$ cat src/rtl/rsg_pkg.sv
package rsg_pkg;
  parameter int ADDR_W     = 11;
  parameter int HB_W       = 16;
  parameter int VB_W       = 13;
  parameter int REM_W      = 12;
  parameter int SYNC_POS_W = 10;
  parameter int SYNC_WID_W = 8;
  parameter int SUB_W      = 2;

  localparam int OUT_W   = ADDR_W + 1;
  localparam int H_MAX_W = (ADDR_W > HB_W) ? ((ADDR_W > REM_W) ? ADDR_W : REM_W)
                                           : ((HB_W > REM_W) ? HB_W : REM_W);
  localparam int H_CNT_W = H_MAX_W + 1;
  localparam int V_CNT_W = ((ADDR_W > VB_W) ? ADDR_W : VB_W) + 1;

  typedef struct packed {
    logic [ADDR_W-1:0] start;
    logic [ADDR_W-1:0] size;
    logic [SUB_W-1:0]  sub;
    logic              mirror;
  } axisCfg_t;

  typedef struct packed {
    axisCfg_t              colAxis;
    axisCfg_t              rowAxis;
    logic [HB_W-1:0]       hblank;
    logic [VB_W-1:0]       vblank;
    logic [REM_W-1:0]      remainder;
    logic [SYNC_POS_W-1:0] hsStart;
    logic [SYNC_WID_W-1:0] hsWidth;
    logic                  hsPol;
    logic                  hsDataMode;
    logic [SYNC_POS_W-1:0] vsStart;
    logic [SYNC_WID_W-1:0] vsWidth;
    logic                  vsPol;
    logic                  vsDataMode;
  } frameCfg_t;

  typedef struct packed {
    logic pixOn;
    logic rowOn;
    logic hsPulse;
    logic vsPulse;
  } strobes_t;

  localparam frameCfg_t CFG_RESET = '{
    colAxis:    '{start: ADDR_W'(14), size: ADDR_W'(1280), sub: '0, mirror: 1'b0},
    rowAxis:    '{start: ADDR_W'(14), size: ADDR_W'(1024), sub: '0, mirror: 1'b0},
    hblank:     HB_W'(142),
    vblank:     VB_W'(101),
    remainder:  '0,
    hsStart:    '0,
    hsWidth:    SYNC_WID_W'(32),
    hsPol:      1'b0,
    hsDataMode: 1'b0,
    vsStart:    '0,
    vsWidth:    SYNC_WID_W'(1),
    vsPol:      1'b0,
    vsDataMode: 1'b0
  };
endpackage

$ cat src/rtl/rsg_ctrl.sv
module rsg_ctrl
  import rsg_pkg::*;
#(
  parameter int HBLANK_MIN = 60,
  parameter int VBLANK_MIN = 4
) (
  input  logic                clk,
  input  logic                rstN,
  input  logic                dclkEn,
  input  frameCfg_t           cfgIn,
  output axisCfg_t            colAxisS,
  output axisCfg_t            rowAxisS,
  output logic                hsPolS,
  output logic                hsModeS,
  output logic                vsPolS,
  output logic                vsModeS,
  output strobes_t            strb,
  output logic [H_CNT_W-1:0]  hIdx,
  output logic [V_CNT_W-1:0]  vIdx
);
  frameCfg_t            shadow;
  logic                 running;
  logic [H_CNT_W-1:0]   hCnt;
  logic [V_CNT_W-1:0]   vCnt;

  logic [H_CNT_W-1:0]   actCols;
  logic [V_CNT_W-1:0]   actRows;
  logic [H_CNT_W-1:0]   lineLen;
  logic [V_CNT_W-1:0]   numLines;
  logic                 inLines;
  logic                 lineEnd;
  logic                 frameEnd;
  logic [H_CNT_W-1:0]   hsLo;
  logic [H_CNT_W-1:0]   hsHi;
  logic [V_CNT_W-1:0]   vsLo;
  logic [V_CNT_W-1:0]   vsHi;

  function automatic frameCfg_t clampCfg(input frameCfg_t c);
    frameCfg_t r;
    r = c;
    if (c.hblank < HB_W'(HBLANK_MIN)) r.hblank = HB_W'(HBLANK_MIN);
    if (c.vblank < VB_W'(VBLANK_MIN)) r.vblank = VB_W'(VBLANK_MIN);
    return r;
  endfunction

  always_comb begin
    actCols  = H_CNT_W'(shadow.colAxis.size >> shadow.colAxis.sub);
    actRows  = V_CNT_W'(shadow.rowAxis.size >> shadow.rowAxis.sub);
    lineLen  = actCols + H_CNT_W'(shadow.hblank);
    numLines = actRows + V_CNT_W'(shadow.vblank);
    inLines  = vCnt < numLines;
    lineEnd  = hCnt == lineLen - H_CNT_W'(1);
    if (inLines)
      frameEnd = lineEnd && (vCnt == numLines - V_CNT_W'(1)) && (shadow.remainder == '0);
    else
      frameEnd = hCnt == H_CNT_W'(shadow.remainder) - H_CNT_W'(1);
    hsLo = H_CNT_W'(shadow.hsStart);
    hsHi = H_CNT_W'(shadow.hsStart) + H_CNT_W'(shadow.hsWidth);
    vsLo = V_CNT_W'(shadow.vsStart);
    vsHi = V_CNT_W'(shadow.vsStart) + V_CNT_W'(shadow.vsWidth);
  end

  always_ff @(posedge clk) begin
    if (!rstN) begin
      shadow  <= CFG_RESET;
      running <= 1'b0;
      hCnt    <= '0;
      vCnt    <= '0;
    end else if (dclkEn) begin
      if (!running || frameEnd) begin
        shadow  <= clampCfg(cfgIn);
        running <= 1'b1;
        hCnt    <= '0;
        vCnt    <= '0;
      end else if (inLines && lineEnd) begin
        hCnt <= '0;
        vCnt <= vCnt + V_CNT_W'(1);
      end else begin
        hCnt <= hCnt + H_CNT_W'(1);
      end
    end
  end

  always_comb begin
    strb.pixOn   = running && inLines && (vCnt < actRows) && (hCnt < actCols);
    strb.rowOn   = running && (vCnt < actRows);
    strb.hsPulse = running && inLines && (hCnt >= hsLo) && (hCnt < hsHi);
    strb.vsPulse = running && inLines && (vCnt >= vsLo) && (vCnt < vsHi);
  end

  assign colAxisS = shadow.colAxis;
  assign rowAxisS = shadow.rowAxis;
  assign hsPolS   = shadow.hsPol;
  assign hsModeS  = shadow.hsDataMode;
  assign vsPolS   = shadow.vsPol;
  assign vsModeS  = shadow.vsDataMode;
  assign hIdx     = hCnt;
  assign vIdx     = vCnt;
endmodule

$ cat src/rtl/rsg_axis.sv
module rsg_axis
  import rsg_pkg::*;
#(
  parameter int IDX_W      = 12,
  parameter bit EVEN_START = 1'b0
) (
  input  axisCfg_t          cfg,
  input  logic              valid,
  input  logic [IDX_W-1:0]  idx,
  output logic [OUT_W-1:0]  addr
);
  localparam int W = IDX_W + (1 << SUB_W) + 1;

  logic [ADDR_W-1:0] base;
  logic [W-1:0]      offs;

  if (EVEN_START) begin : g_even
    assign base = cfg.start & ~ADDR_W'(1);
  end else begin : g_plain
    assign base = cfg.start;
  end

  assign offs = W'(idx) << cfg.sub;

  always_comb begin
    if (!valid)
      addr = '0;
    else if (cfg.mirror)
      addr = OUT_W'(W'(base) + W'(cfg.size) - W'(1) - offs);
    else
      addr = OUT_W'(W'(base) + offs);
  end
endmodule

$ cat src/rtl/rsg_dp.sv
module rsg_dp
  import rsg_pkg::*;
(
  input  axisCfg_t            colAxis,
  input  axisCfg_t            rowAxis,
  input  logic                hsPol,
  input  logic                hsMode,
  input  logic                vsPol,
  input  logic                vsMode,
  input  strobes_t            strb,
  input  logic [H_CNT_W-1:0]  hIdx,
  input  logic [V_CNT_W-1:0]  vIdx,
  output logic                pixValid,
  output logic [OUT_W-1:0]    colAddr,
  output logic [OUT_W-1:0]    rowAddr,
  output logic                hsync,
  output logic                vsync
);
  rsg_axis #(.IDX_W(H_CNT_W), .EVEN_START(1'b1)) u_colAxis (
    .cfg   (colAxis),
    .valid (strb.pixOn),
    .idx   (hIdx),
    .addr  (colAddr)
  );

  rsg_axis #(.IDX_W(V_CNT_W), .EVEN_START(1'b0)) u_rowAxis (
    .cfg   (rowAxis),
    .valid (strb.rowOn),
    .idx   (vIdx),
    .addr  (rowAddr)
  );

  assign pixValid = strb.pixOn;
  assign hsync    = (hsMode ? strb.pixOn : strb.hsPulse) ^ hsPol;
  assign vsync    = (vsMode ? strb.rowOn : strb.vsPulse) ^ vsPol;
endmodule

$ cat src/rtl/raster_sync_gen.sv
module raster_sync_gen
  import rsg_pkg::*;
#(
  parameter int HBLANK_MIN = 60,
  parameter int VBLANK_MIN = 4
) (
  input  logic                  clk,
  input  logic                  rstN,
  input  logic                  dclkEn,
  input  logic [ADDR_W-1:0]     cfgColStart,
  input  logic [ADDR_W-1:0]     cfgRowStart,
  input  logic [ADDR_W-1:0]     cfgColWidth,
  input  logic [ADDR_W-1:0]     cfgRowDepth,
  input  logic [SUB_W-1:0]      cfgColSub,
  input  logic [SUB_W-1:0]      cfgRowSub,
  input  logic                  cfgMirrorH,
  input  logic                  cfgMirrorV,
  input  logic [HB_W-1:0]       cfgHBlank,
  input  logic [VB_W-1:0]       cfgVBlank,
  input  logic [REM_W-1:0]      cfgRemainder,
  input  logic [SYNC_POS_W-1:0] cfgHsStart,
  input  logic [SYNC_WID_W-1:0] cfgHsWidth,
  input  logic                  cfgHsPol,
  input  logic                  cfgHsDataMode,
  input  logic [SYNC_POS_W-1:0] cfgVsStart,
  input  logic [SYNC_WID_W-1:0] cfgVsWidth,
  input  logic                  cfgVsPol,
  input  logic                  cfgVsDataMode,
  output logic                  pixValid,
  output logic [OUT_W-1:0]      colAddr,
  output logic [OUT_W-1:0]      rowAddr,
  output logic                  hsync,
  output logic                  vsync
);
  frameCfg_t           cfgIn;
  axisCfg_t            colAxisS;
  axisCfg_t            rowAxisS;
  logic                hsPolS;
  logic                hsModeS;
  logic                vsPolS;
  logic                vsModeS;
  strobes_t            strb;
  logic [H_CNT_W-1:0]  hIdx;
  logic [V_CNT_W-1:0]  vIdx;

  always_comb begin
    cfgIn.colAxis    = '{start: cfgColStart, size: cfgColWidth, sub: cfgColSub, mirror: cfgMirrorH};
    cfgIn.rowAxis    = '{start: cfgRowStart, size: cfgRowDepth, sub: cfgRowSub, mirror: cfgMirrorV};
    cfgIn.hblank     = cfgHBlank;
    cfgIn.vblank     = cfgVBlank;
    cfgIn.remainder  = cfgRemainder;
    cfgIn.hsStart    = cfgHsStart;
    cfgIn.hsWidth    = cfgHsWidth;
    cfgIn.hsPol      = cfgHsPol;
    cfgIn.hsDataMode = cfgHsDataMode;
    cfgIn.vsStart    = cfgVsStart;
    cfgIn.vsWidth    = cfgVsWidth;
    cfgIn.vsPol      = cfgVsPol;
    cfgIn.vsDataMode = cfgVsDataMode;
  end

  rsg_ctrl #(.HBLANK_MIN(HBLANK_MIN), .VBLANK_MIN(VBLANK_MIN)) u_ctrl (
    .clk      (clk),
    .rstN     (rstN),
    .dclkEn   (dclkEn),
    .cfgIn    (cfgIn),
    .colAxisS (colAxisS),
    .rowAxisS (rowAxisS),
    .hsPolS   (hsPolS),
    .hsModeS  (hsModeS),
    .vsPolS   (vsPolS),
    .vsModeS  (vsModeS),
    .strb     (strb),
    .hIdx     (hIdx),
    .vIdx     (vIdx)
  );

  rsg_dp u_dp (
    .colAxis  (colAxisS),
    .rowAxis  (rowAxisS),
    .hsPol    (hsPolS),
    .hsMode   (hsModeS),
    .vsPol    (vsPolS),
    .vsMode   (vsModeS),
    .strb     (strb),
    .hIdx     (hIdx),
    .vIdx     (vIdx),
    .pixValid (pixValid),
    .colAddr  (colAddr),
    .rowAddr  (rowAddr),
    .hsync    (hsync),
    .vsync    (vsync)
  );
endmodule

$ cat config.mk
export PLATFORM = sky130hd
export DESIGN_NAME = raster_sync_gen
export DESIGN_NICKNAME = d
export VERILOG_FILES = /design/src/rtl/rsg_pkg.sv /design/src/rtl/rsg_ctrl.sv /design/src/rtl/rsg_axis.sv /design/src/rtl/rsg_dp.sv /design/src/rtl/raster_sync_gen.sv
export SDC_FILE = /design/constraint.sdc
export NUM_CORES = 1
export LEC_CHECK = 0
export ABC_AREA = 0
export BUFFER_PORTS_ARGS = -buffer_cell sky130_fd_sc_hd__buf_2
export CORE_MARGIN = 5
export CORE_UTILIZATION = 55
export DETAILED_ROUTE_END_ITERATION = 6
export GPL_TIMING_DRIVEN = 0
export PLACE_DENSITY_LB_ADDON = 0.2
export SYNTH_ARGS = -nofsm -noshare
export SYNTH_HDL_FRONTEND = slang
export SYNTH_SLANG_ARGS = --single-unit
$ cat constraint.sdc
create_clock -name clk -period 18 [get_ports clk]
set_input_delay 3.6 -clock clk [delete_from_list [all_inputs] [get_ports clk]]
set_output_delay 3.6 -clock clk [all_outputs]
set_load 0.01 [all_outputs]
==> results.ini <==
[timing]
fin_skew_ns=0.0169
fmax_mhz=83.6
min_period_ns=11.96
worstMarginPinSlew_ns=1.04
hold_violations=0
finalSetupTns_ns=0
drv_slew=0
timing.final.crit_share=0.664
rsz0062_at_grt=false
maxSlewHeadroom=0.305
setup_viol=0

[synthesis]
yosysTopAreaCellShare=0.216
synth_warnings=0
async_reset_ff_frac=0
synthTopCellsByArea=dfxtp_1 22%, ha_1 14%, inv_1 5.4%, xnor2_1 5.1%, nand2_1 4.9%
syn-cell-area_um2=15000
synth_top_area_cell=dfxtp_1
synthCells=1949
yosysMostFrequentCell=inv_1
seq_area_frac_synth=0.216
syn_nets=2285
synth_area_per_cell_um2=7.70
ys.flop_type=dfxtp_1
synth_seq_cells=162
yosys-top-cells-count=214 x inv_1, 194 x nand2_1, 173 x ha_1
synth_cell_type_count=78
synth_edf_count=0

[clocking]
root_buffer=clkbuf_16
cts_htree_levels=4
clock_path_buffers=2
cts_resized=0
cts_sinks=162
cts_setup_buffers=0
ctsHoldBuffers=0
path_clk_slew_ns=0.07
tritoncts=built
cts-buffers-inserted=17
clock_latency_ns=0.44

[detailed_routing]
dr.pass1.iters=6
vias=14600
wl_mm=46.0
routedWlPerCell_um=18.5
drtIter0Drc=1255
via_per_inst=5.90
ant_nets=0
post-route-drc-count=0

[setup_path]
cp-start-kind=flip-flop
rrSetupSlack_ns=9.93
cp_data_required_time_ns=14.40
r2r_end=u_ctrl.colAxisS[10]
reg2reg_from=u_ctrl.rowAxisS[1]
max_stage_delay_ns=0.86
cp.arrival_ns=8.36
crit_slowest_cell=a211oi_1
worstSetupEndpointType=output pin
critPathLaunch=u_ctrl.rowAxisS[1]
crit_family=compound AO/OA/AOI/OAI gates
cp_max_fo=10
crit_buf_inv=6
worstSetupPathType=flip-flop to output pin
reg2reg_depth=27

[worst_hold_path]
hold_class=flip-flop to flip-flop
min_from=u_ctrl.shadow[71]
min_to=u_ctrl.shadow[71]
hold_depth=2

[status]
run_status=complete, no violations

[global_route]
grt_pass1_vias=14200
track_usage=0.295
gr-total-overflow=0
antenna_found_initial=0
grt_max_degree=17
grt_pass1_wl_mm=73.1

[power]
peakVddDrop_mv=0.0633
switching_share=0.368
pwr_density_cell_nw_per_um2=70.9
internal_power_mw=0.752
p_seq_frac=0.333
pwr-share-clk=0.304
power_frac_comb=0.363
p_switching_mw=0.439
p_leak_nw=7.46

[floorplan]
core_um2=26900
initial_core_util=0.558
die_area_um2=30700
die_x_um=175
io-pin-count=161
rows=60
die_h_um=175

[final_layout]
drive_above_1_share=0.120
final_nets=2462
final_area_um2=16800
antenna_cells=0
areaGrowthSynthToFinish_pct=11.9

[placement]
place_area_um2=16200
place_congestion=0.946
dp_hpwl_mm=37.9
port_buffers=158

[job]
cap_violations=0

## power by group through the flow
stage / clock network (mW) / logic (mW) / registers [mW]
floorplan: 0 / 0.320 / 0.397
global placement: 0 / 0.415 / 0.403
detailed placement: 0 / 0.425 / 0.404
CTS: 0.363 / 0.428 / 0.396
global route: 0.380 / 0.484 / 0.398
finish: 0.362 / 0.433 / 0.396
## how the worst max path moves through the flow
stage                  to  slack, ns  cells past startpoint
detailed placement  hsync       6.61                     26
finish              hsync       6.04                     26
global placement    hsync       6.67                     26
global route        hsync       5.56                     26
floorplan           hsync       8.90                     25
CTS                 hsync       6.09                     26
## cell type report
type	count	area (µm²)
Inverter	214	803
Buffer	107	502
Timing Repair Buffer	158	791
Multi-Input combinational cell	1466	10500
Fill cell	2470	10100
Tap cell	341	427
Sequential cell	162	3240
Clock inverter	14	141
Clock buffer	18	429
## layer usage
layer / vias up / global-route usage / wire [µm]
met5: - / 0 / 0
met4: 0 / 0.0854 / 1210
met3: 69 / 0.0526 / 4010
met2: 631 / 0.469 / 20000
met1: 6816 / 0.412 / 20700
li1: 7113 / - / -
## registers in the layout, summed over array words and instances (netlist names), 10 cells and up
signal           flops
u_ctrl.hsLo         10
u_ctrl.hIdx         17
u_ctrl.rowAxisS     25
u_ctrl.shadow       67
u_ctrl.colAxisS     24
u_ctrl.vIdx         14
## cell usage in the layout, fill, tap and decap left out, types with 29 or more instances in the layout
cell        n
xor2_1     43
buf_2     168
o21ai_1    39
inv_1     214
nand3_1   138
nor2_1    115
xnor2_1    87
dfxtp_1   162
o21ai_0   144
fa_1       29
a21oi_1   100
ha_1      173
nand2_1   194
a21o_1     34
o21bai_1   34
clkbuf_1   77
## stage by stage
step	power (mW)	hold slack [ns]	util	cells	setup WS, ns
after detailed placement	0.829	0.444	0.604	2448	6.61
final	1.19	0.456	0.625	2480	6.04
after floorplan	0.716	0.428	-	1949	8.90
after global routing	1.26	0.476	0.625	2480	5.56
after CTS	1.19	0.453	0.625	2480	6.09
after global placement	0.818	0.439	0.604	2448	6.67
## logic make-up (layout without fill, tap and decap cells)
kind of cell	count (synthesis)	in the layout	share of synthesized area
mux	49	49	0.0458
simple gates	609	609	0.193
flops	162	162	0.216
fa+ha+maj	202	202	0.183
compound gates	473	473	0.195
xor+xnor	133	133	0.0804
buf+inv	321	511	0.0870
## worst register-to-register path: stages (launching register included)
cell and delay [ns]:
dfxtp_1 0.44, clkbuf_1 0.37, buf_1 0.55, mux2i_1 0.28
nand2_1 0.07, o21ai_0 0.16, inv_1 0.14, ha_1 0.29
clkbuf_1 0.26, o21ai_0 0.16, o21ai_0 0.38, o21a_1 0.25
xor2_1 0.48, inv_1 0.10, ha_1 0.31, nand2_1 0.10
nor2_1 0.05, a211oi_1 0.21, a21oi_1 0.09, a211oi_1 0.86
nor4b_1 0.37, and4_1 0.35, o2111ai_2 0.25, a21oi_4 0.46
buf_6 0.23, buf_2 0.32, nand3_1 0.31, o21ai_0 0.15
Power figures use the tool's default switching activity.
